==> config.mk <==
export PLATFORM = sky130hd
export DESIGN_NAME = vc_cache_top
export DESIGN_NICKNAME = d
export VERILOG_FILES = /design/src/rtl/vc_cache_pkg.sv /design/src/rtl/vc_main_array.sv /design/src/rtl/vc_victim_buf.sv /design/src/rtl/vc_ctrl.sv /design/src/rtl/vc_cache_top.sv
export SDC_FILE = /design/constraint.sdc
export NUM_CORES = 2
export LEC_CHECK = 0
export BUFFER_PORTS_ARGS = -buffer_cell sky130_fd_sc_hd__buf_2
export CORE_ASPECT_RATIO = 1.1
export CORE_MARGIN = 2
export CORE_UTILIZATION = 44
export CTS_CLUSTER_DIAMETER = 80
export DETAILED_ROUTE_END_ITERATION = 16
export PLACE_DENSITY = 0.66
export RECOVER_POWER = 25
export REMOVE_ABC_BUFFERS = 1
export SLEW_MARGIN = 20
export SYNTH_ARGS = -nofsm -noshare
export SYNTH_HDL_FRONTEND = slang
export SYNTH_SLANG_ARGS = --single-unit
==> constraint.sdc <==
create_clock -name clk_i -period 5.3 [get_ports clk_i]
set_input_delay 1.59 -clock clk_i [delete_from_list [all_inputs] [get_ports clk_i]]
set_output_delay 1.59 -clock clk_i [all_outputs]
set_load 0.01 [all_outputs]
==> src/rtl/vc_cache_pkg.sv <==
package vc_cache_pkg;
  typedef enum logic [2:0] {ST_IDLE, ST_SWAP, ST_WB, ST_FETCH, ST_WAIT} vc_state_e;
endpackage

==> src/rtl/vc_main_array.sv <==
module vc_main_array #(
  parameter int LINES  = 8,
  parameter int TAG_W  = 7,
  parameter int LINE_W = 128,
  localparam int IDX_W = $clog2(LINES)
) (
  input  logic              clk_i,
  input  logic              rst_ni,
  input  logic [IDX_W-1:0]  idx_i,
  output logic              valid_o,
  output logic              dirty_o,
  output logic [TAG_W-1:0]  tag_o,
  output logic [LINE_W-1:0] line_o,
  input  logic              wr_en_i,
  input  logic              wr_dirty_i,
  input  logic [TAG_W-1:0]  wr_tag_i,
  input  logic [LINE_W-1:0] wr_line_i
);
  logic [LINES-1:0]  valid_q;
  logic [LINES-1:0]  dirty_q;
  logic [TAG_W-1:0]  tag_q  [LINES];
  logic [LINE_W-1:0] line_q [LINES];

  always_ff @(posedge clk_i or negedge rst_ni) begin
    if (!rst_ni) begin
      valid_q <= '0;
      dirty_q <= '0;
    end else if (wr_en_i) begin
      valid_q[idx_i] <= 1'b1;
      dirty_q[idx_i] <= wr_dirty_i;
    end
  end

  always_ff @(posedge clk_i) begin
    if (wr_en_i) begin
      tag_q[idx_i]  <= wr_tag_i;
      line_q[idx_i] <= wr_line_i;
    end
  end

  assign valid_o = valid_q[idx_i];
  assign dirty_o = dirty_q[idx_i];
  assign tag_o   = tag_q[idx_i];
  assign line_o  = line_q[idx_i];
endmodule

==> src/rtl/vc_victim_buf.sv <==
module vc_victim_buf #(
  parameter int ENTRIES = 4,
  parameter int LADDR_W = 10,
  parameter int LINE_W  = 128,
  localparam int SEL_W  = $clog2(ENTRIES)
) (
  input  logic               clk_i,
  input  logic               rst_ni,
  input  logic [LADDR_W-1:0] lookup_i,
  output logic [ENTRIES-1:0] hit_vec_o,
  output logic               hit_o,
  output logic [SEL_W-1:0]   hit_sel_o,
  output logic               hit_dirty_o,
  output logic [LINE_W-1:0]  hit_line_o,
  output logic [SEL_W-1:0]   alloc_sel_o,
  output logic               alloc_valid_o,
  output logic               alloc_dirty_o,
  output logic [LADDR_W-1:0] alloc_laddr_o,
  output logic [LINE_W-1:0]  alloc_line_o,
  input  logic               wr_en_i,
  input  logic [SEL_W-1:0]   wr_sel_i,
  input  logic               wr_valid_i,
  input  logic               wr_dirty_i,
  input  logic [LADDR_W-1:0] wr_laddr_i,
  input  logic [LINE_W-1:0]  wr_line_i,
  input  logic               alloc_commit_i
);
  logic [ENTRIES-1:0] valid_q;
  logic [ENTRIES-1:0] dirty_q;
  logic [LADDR_W-1:0] laddr_q [ENTRIES];
  logic [LINE_W-1:0]  line_q  [ENTRIES];
  logic [SEL_W-1:0]   ptr_q;
  logic               full;

  assign full = &valid_q;

  // one comparator per entry
  for (genvar g = 0; g < ENTRIES; g++) begin : g_cmp
    assign hit_vec_o[g] = valid_q[g] && (laddr_q[g] == lookup_i);
  end

  assign hit_o = |hit_vec_o;

  always_comb begin
    hit_sel_o = '0;
    for (int i = 0; i < ENTRIES; i++)
      if (hit_vec_o[i]) hit_sel_o = SEL_W'(i);
  end

  // lowest invalid entry wins, else rotating pointer
  always_comb begin
    alloc_sel_o = ptr_q;
    for (int i = ENTRIES - 1; i >= 0; i--)
      if (!valid_q[i]) alloc_sel_o = SEL_W'(i);
  end

  assign hit_dirty_o   = dirty_q[hit_sel_o];
  assign hit_line_o    = line_q[hit_sel_o];
  assign alloc_valid_o = valid_q[alloc_sel_o];
  assign alloc_dirty_o = dirty_q[alloc_sel_o];
  assign alloc_laddr_o = laddr_q[alloc_sel_o];
  assign alloc_line_o  = line_q[alloc_sel_o];

  always_ff @(posedge clk_i or negedge rst_ni) begin
    if (!rst_ni) begin
      valid_q <= '0;
      dirty_q <= '0;
      ptr_q   <= '0;
    end else begin
      if (wr_en_i) begin
        valid_q[wr_sel_i] <= wr_valid_i;
        dirty_q[wr_sel_i] <= wr_dirty_i;
      end
      if (alloc_commit_i && full)
        ptr_q <= (ptr_q == SEL_W'(ENTRIES - 1)) ? '0 : ptr_q + 1'b1;
    end
  end

  always_ff @(posedge clk_i) begin
    if (wr_en_i) begin
      laddr_q[wr_sel_i] <= wr_laddr_i;
      line_q[wr_sel_i]  <= wr_line_i;
    end
  end
endmodule

==> src/rtl/vc_ctrl.sv <==
module vc_ctrl
  import vc_cache_pkg::*;
(
  input  logic      clk_i,
  input  logic      rst_ni,
  input  logic      req_valid_i,
  input  logic      main_hit_i,
  input  logic      victim_hit_i,
  input  logic      need_wb_i,
  input  logic      mem_ready_i,
  input  logic      mem_resp_i,
  output vc_state_e state_o
);
  vc_state_e state_q, state_d;

  always_comb begin
    state_d = state_q;
    unique case (state_q)
      ST_IDLE:
        if (req_valid_i && !main_hit_i)
          state_d = victim_hit_i ? ST_SWAP : (need_wb_i ? ST_WB : ST_FETCH);
      ST_SWAP:  state_d = ST_IDLE;
      ST_WB:    if (mem_ready_i) state_d = ST_FETCH;
      ST_FETCH: if (mem_ready_i) state_d = ST_WAIT;
      ST_WAIT:  if (mem_resp_i) state_d = ST_IDLE;
      default:  state_d = ST_IDLE;
    endcase
  end

  always_ff @(posedge clk_i or negedge rst_ni) begin
    if (!rst_ni) state_q <= ST_IDLE;
    else         state_q <= state_d;
  end

  assign state_o = state_q;
endmodule

==> src/rtl/vc_cache_top.sv <==
module vc_cache_top
  import vc_cache_pkg::*;
#(
  parameter int ADDR_W  = 12,
  parameter int DATA_W  = 32,
  parameter int WORDS   = 4,
  parameter int LINES   = 8,
  parameter int VICTIMS = 4,
  localparam int OFF_W   = $clog2(WORDS),
  localparam int IDX_W   = $clog2(LINES),
  localparam int LADDR_W = ADDR_W - OFF_W,
  localparam int TAG_W   = LADDR_W - IDX_W,
  localparam int LINE_W  = WORDS * DATA_W,
  localparam int SEL_W   = $clog2(VICTIMS)
) (
  input  logic               clk_i,
  input  logic               rst_ni,
  input  logic               req_valid_i,
  input  logic [ADDR_W-1:0]  req_addr_i,
  input  logic               req_we_i,
  input  logic [DATA_W-1:0]  req_wdata_i,
  output logic [DATA_W-1:0]  req_rdata_o,
  output logic               req_ready_o,
  output logic               mem_req_valid_o,
  output logic               mem_req_write_o,
  output logic [LADDR_W-1:0] mem_req_addr_o,
  output logic [LINE_W-1:0]  mem_req_line_o,
  input  logic               mem_req_ready_i,
  input  logic               mem_resp_valid_i,
  input  logic [LINE_W-1:0]  mem_resp_line_i
);
  logic [OFF_W-1:0]   req_off;
  logic [IDX_W-1:0]   req_idx;
  logic [TAG_W-1:0]   req_tag;
  logic [LADDR_W-1:0] req_laddr;

  assign req_off   = req_addr_i[OFF_W-1:0];
  assign req_idx   = req_addr_i[OFF_W +: IDX_W];
  assign req_tag   = req_addr_i[ADDR_W-1 -: TAG_W];
  assign req_laddr = req_addr_i[ADDR_W-1:OFF_W];

  logic              m_valid, m_dirty, m_wr_en, m_wr_dirty;
  logic [TAG_W-1:0]  m_tag;
  logic [LINE_W-1:0] m_line, m_wr_line, merged_line;
  logic              main_hit;

  logic [VICTIMS-1:0] v_hit_vec;
  logic               v_hit, v_hit_dirty, v_alloc_valid, v_alloc_dirty;
  logic [SEL_W-1:0]   v_hit_sel, v_alloc_sel, v_wr_sel;
  logic [LINE_W-1:0]  v_hit_line, v_alloc_line;
  logic [LADDR_W-1:0] v_alloc_laddr;
  logic               v_wr_en, v_commit;

  vc_state_e state;
  logic      hit_ok, do_swap, do_refill, need_wb;

  vc_main_array #(.LINES(LINES), .TAG_W(TAG_W), .LINE_W(LINE_W)) u_main (
    .clk_i, .rst_ni,
    .idx_i      (req_idx),
    .valid_o    (m_valid),
    .dirty_o    (m_dirty),
    .tag_o      (m_tag),
    .line_o     (m_line),
    .wr_en_i    (m_wr_en),
    .wr_dirty_i (m_wr_dirty),
    .wr_tag_i   (req_tag),
    .wr_line_i  (m_wr_line)
  );

  vc_victim_buf #(.ENTRIES(VICTIMS), .LADDR_W(LADDR_W), .LINE_W(LINE_W)) u_victim (
    .clk_i, .rst_ni,
    .lookup_i       (req_laddr),
    .hit_vec_o      (v_hit_vec),
    .hit_o          (v_hit),
    .hit_sel_o      (v_hit_sel),
    .hit_dirty_o    (v_hit_dirty),
    .hit_line_o     (v_hit_line),
    .alloc_sel_o    (v_alloc_sel),
    .alloc_valid_o  (v_alloc_valid),
    .alloc_dirty_o  (v_alloc_dirty),
    .alloc_laddr_o  (v_alloc_laddr),
    .alloc_line_o   (v_alloc_line),
    .wr_en_i        (v_wr_en),
    .wr_sel_i       (v_wr_sel),
    .wr_valid_i     (m_valid),
    .wr_dirty_i     (m_dirty),
    .wr_laddr_i     ({m_tag, req_idx}),
    .wr_line_i      (m_line),
    .alloc_commit_i (v_commit)
  );

  vc_ctrl u_ctrl (
    .clk_i, .rst_ni,
    .req_valid_i  (req_valid_i),
    .main_hit_i   (main_hit),
    .victim_hit_i (v_hit),
    .need_wb_i    (need_wb),
    .mem_ready_i  (mem_req_ready_i),
    .mem_resp_i   (mem_resp_valid_i),
    .state_o      (state)
  );

  assign main_hit  = m_valid && (m_tag == req_tag);
  assign hit_ok    = (state == ST_IDLE) && req_valid_i && main_hit;
  assign do_swap   = (state == ST_SWAP);
  assign do_refill = (state == ST_WAIT) && mem_resp_valid_i;
  // only a displaced valid line can push out a dirty victim
  assign need_wb   = m_valid && v_alloc_valid && v_alloc_dirty;

  always_comb begin
    merged_line = m_line;
    merged_line[req_off*DATA_W +: DATA_W] = req_wdata_i;
  end

  assign m_wr_en    = (hit_ok && req_we_i) || do_swap || do_refill;
  assign m_wr_dirty = do_swap ? v_hit_dirty : !do_refill;
  assign m_wr_line  = do_swap ? v_hit_line : (do_refill ? mem_resp_line_i : merged_line);

  // swap may write an invalid main line into the hit slot, freeing it
  assign v_wr_en  = do_swap || (do_refill && m_valid);
  assign v_wr_sel = do_swap ? v_hit_sel : v_alloc_sel;
  assign v_commit = do_refill && m_valid;

  assign req_ready_o     = hit_ok;
  assign req_rdata_o     = m_line[req_off*DATA_W +: DATA_W];
  assign mem_req_valid_o = (state == ST_WB) || (state == ST_FETCH);
  assign mem_req_write_o = (state == ST_WB);
  assign mem_req_addr_o  = (state == ST_WB) ? v_alloc_laddr : req_laddr;
  assign mem_req_line_o  = v_alloc_line;
endmodule

==> results.md <==
* Final worst slack at 0.000833 ns
* GRT Overall Usage at about a quarter
* Antenna violations before repair at 6
* First-pass GRT wire length at approximately 300 mm
* Data arrival, critical path at around 3.7 ns
* WS Path Type: in2out
* Placed cell count at 6586
* Clock sink count at 1661
* Nets at 4904
* Critical path startpoint: req_addr_i[2]
* Met3 wire len at 21.3 mm
* # H-tree levels at 4
* Routed Antenna Nets at 0
* Met1 wire length at between 80 and 90 mm
* CTS clk-pin slew, worst paths at 0.06 ns
* Drt total wl at 211 mm
* PortBufs at 350
* IO Count at 351
* Synth warn at 0
* Number of detailed-route iterations in the first pass at 6
* Top cell type's share of synthesized area at 71.5%
* Post-DP Area at roughly 77000 sq um
* Final Critical Period at 5.30 ns
* Worst min-delay path class: reg2reg
* Netlist Area Pre-Place at 68500 sq um
* WL/cell at 30.5 um
* Vias in the first global route at ~43k
* Post-Synthesis Cells at 4028
* Chip width at 380 um
* Die Y at between 400 and 500 um
* Failing checks: max-capacitance violations, max-slew violations
* Largest net degree at the start of global routing at slightly below 100
* Starting density of the core at 44.4%
* Final setup vio count at 0
* Clock Path Buffers at 3
* Outcome: finished with violations
* Critical hold path startpoint: u_main.valid_q[4]
* Worst IR Drop VDD at 0.334 mV
* EDFF count, synth at 1632
* Cell Rows at 151
* Post-Syn Area per Cell at 17.0 sq um
* Unrepaired setup endpoints after global routing: yes
* P_leak at ~28 nW
* CP required at 3.71 ns
* Filler cells at 12.3k
* Seq/Total Area, Yosys at 72.6%
* Drt via density at 6.29
* Worst Skew at 0.0265 ns
* Non-Filler Instances at between 6k and 7k
* Top Layer Used: met5
* Vias at 43.5k
* Slew Viols, Final at 30
* Crit share post-route at between 90 and 100%
* Total gr overflow at 0
* Cell area after layout at 82400 sq um
* Power per cell area at 462 nW/um^2
* DR WL met2 at 99.3 mm
* CP Max Fanout at 31
* Max-cap violations at 1
* Top cells by area, synth: edfxtp_1, mux4_2, a22oi_1
* Dominant synthesized flop cell: edfxtp_1
* Final Util at between 50% and 60%
* Yosys reg bits at ~1.7k
* Starting DRT DRC Count at 5354
* Fmax at ~0.19 GHz
* Cell taking the most area after synthesis: edfxtp_1
* Ys async rst share at about 1.7%
* DP HPWL at between 100 and 150 mm
* P&R area growth vs syn at 20.2%
* Worst slew margin at -27.2%
* Worst-Margin Slew at 1.91 ns
* Critical path endpoint category: output port
* Worst slack, placed at -0.491 ns
* CTS tree: built
* CTS Buf Count at 164
* Setup total negative slack at 0 ns
* Root buf cell: clkbuf_16
* Full die area at about 160000 sq um
* Final Hold Fails at 0
* Global placement routability congestion at 0.831
* Later-pin clock latency in the skew report at 0.83 ns
* Layout cells sized above 1 at 28.1%
* Core region area at 154000 sq um
* Worst setup SP type: input port
* # DRC at 0
* Worst R2R Start: u_victim.laddr_q[1][4]
* Netlist cell types at 62
[placed cells by master, fill, tap and decap left out, drive strengths merged, types with 92 or more instances in the layout]
master	synthesis	routed
edfxtp	1632	1632
a21oi	142	142
mux4	182	182
a211oi	92	92
clkbuf	179	206
nor2	204	204
buf	131	825
mux2i	234	234
a22oi	467	467
nand4	116	116
[flip-flops by register name, indices dropped and copies added (netlist names)]
signal	cells
u_ctrl.state_o	3
u_main.dirty_q	8
u_main.line_q	1024
u_main.tag_q	56
u_main.valid_q	8
u_victim.dirty_q	4
u_victim.laddr_q	40
u_victim.line_q	512
u_victim.ptr_q	2
u_victim.valid_q	4
[routing by layer]
metal | track usage (%) | vias to the layer above
met3 | 5.78 | 340
li1 | - | 18200
met4 | 8.53 | 4
met2 | 40.7 | 2468
met1 | 35.9 | 22500
met5 | 0 | -
[per-stage QoR]
| stage | hold slack, ns | total power [mW] |
|---|---|---|
| after floorplan | 0.433 | 22.5 |
| after detailed placement | 0.453 | 26.5 |
| after global routing | 0.495 | 39.3 |
| after CTS | 0.469 | 38.1 |
| after global placement | 0.455 | 26.3 |
| final | 0.466 | 38.0 |
[area by class of cell]
class,instances,area (sq um),share of cell area [%]
repair buffers,834,6930,8.41
clock buffers,197,4280,5.20
diodes,6,15.0,0.0182
inverters,27,161,0.196
multi-input cells,2032,17600,21.4
flip-flops and latches,1661,49700,60.4
clock inverters,100,1050,1.27
well taps,2065,2580,3.14
[synthesized netlist by cell type, drive strengths merged (2+ instances only)]
cell / count
a221o: 68
a21bo: 2
a211oi: 92
clkbuf: 179
a31oi: 4
ha: 6
or2: 3
dfrtp: 29
mux4: 182
a221oi: 45
inv: 27
a311oi: 2
o22ai: 9
nand3: 17
o21ai: 85
a21oi: 142
nand2b: 6
xnor2: 41
and2: 5
a222oi: 5
nor4: 11
edfxtp: 1632
nor2: 204
nor3: 42
or3: 15
nand3b: 3
nand2: 62
nor4b: 2
o211ai: 38
o221ai: 36
a22oi: 467
mux2i: 234
buf: 131
nand4: 116
xor2: 4
nor2b: 5
a22o: 10
and3: 2
mux2: 54
o2bb2ai: 3
[cell families after synthesis]
group,Yosys count,synth area share (%)
DFF,1661,72.6
AOI/OAI and AO/OA,1013,10.7
and+or+nand+nor,496,3.60
muxes,470,10.3
buffers and inverters,337,2.09
xor gates and xnor gates,45,0.575
adders and majority gates,6,0.110
[worst paths after layout]
path / to / slack (ns) / cells after the start
hold / removal: u_main.valid_q[4] / 0.47 / 1
setup reg to reg: u_main.line_q[0][66] / 1.86 / 9
max in group asynchronous: u_main.dirty_q[4] / 2.90 / 1
setup / recovery: req_rdata_o[2] / 0.0008 / 9
hold reg to reg: u_main.valid_q[4] / 0.47 / 1
min in group asynchronous: u_victim.valid_q[1] / 1.29 / 1
[worst max-delay path, cell delays in order]
cell and delay (ns):
buf_8 0.14, buf_4 0.18, and3_4 0.19, buf_12 0.20, buf_12 0.20, a22oi_1 0.19
nand4_1 0.26, mux4_2 0.51, buf_2 0.18
[power by group]
part | internal (mW) | switching, mW | leakage (nW) | total, mW
Combinational | 3.60 | 5.75 | 10.2 | 9.35
Sequential | 16.7 | 0.327 | 15.2 | 17.1
Clock | 6.58 | 5.05 | 2.61 | 11.6
[repair_timing]
action	4_1_cts	5_1_grt
endpoints found under the setup margin	44	16
cloned	1	5
pin swaps	4	16
buffers inserted	8	19
resized for setup	16	23
hold buffers	0	0
Power figures use the tool's default switching activity.
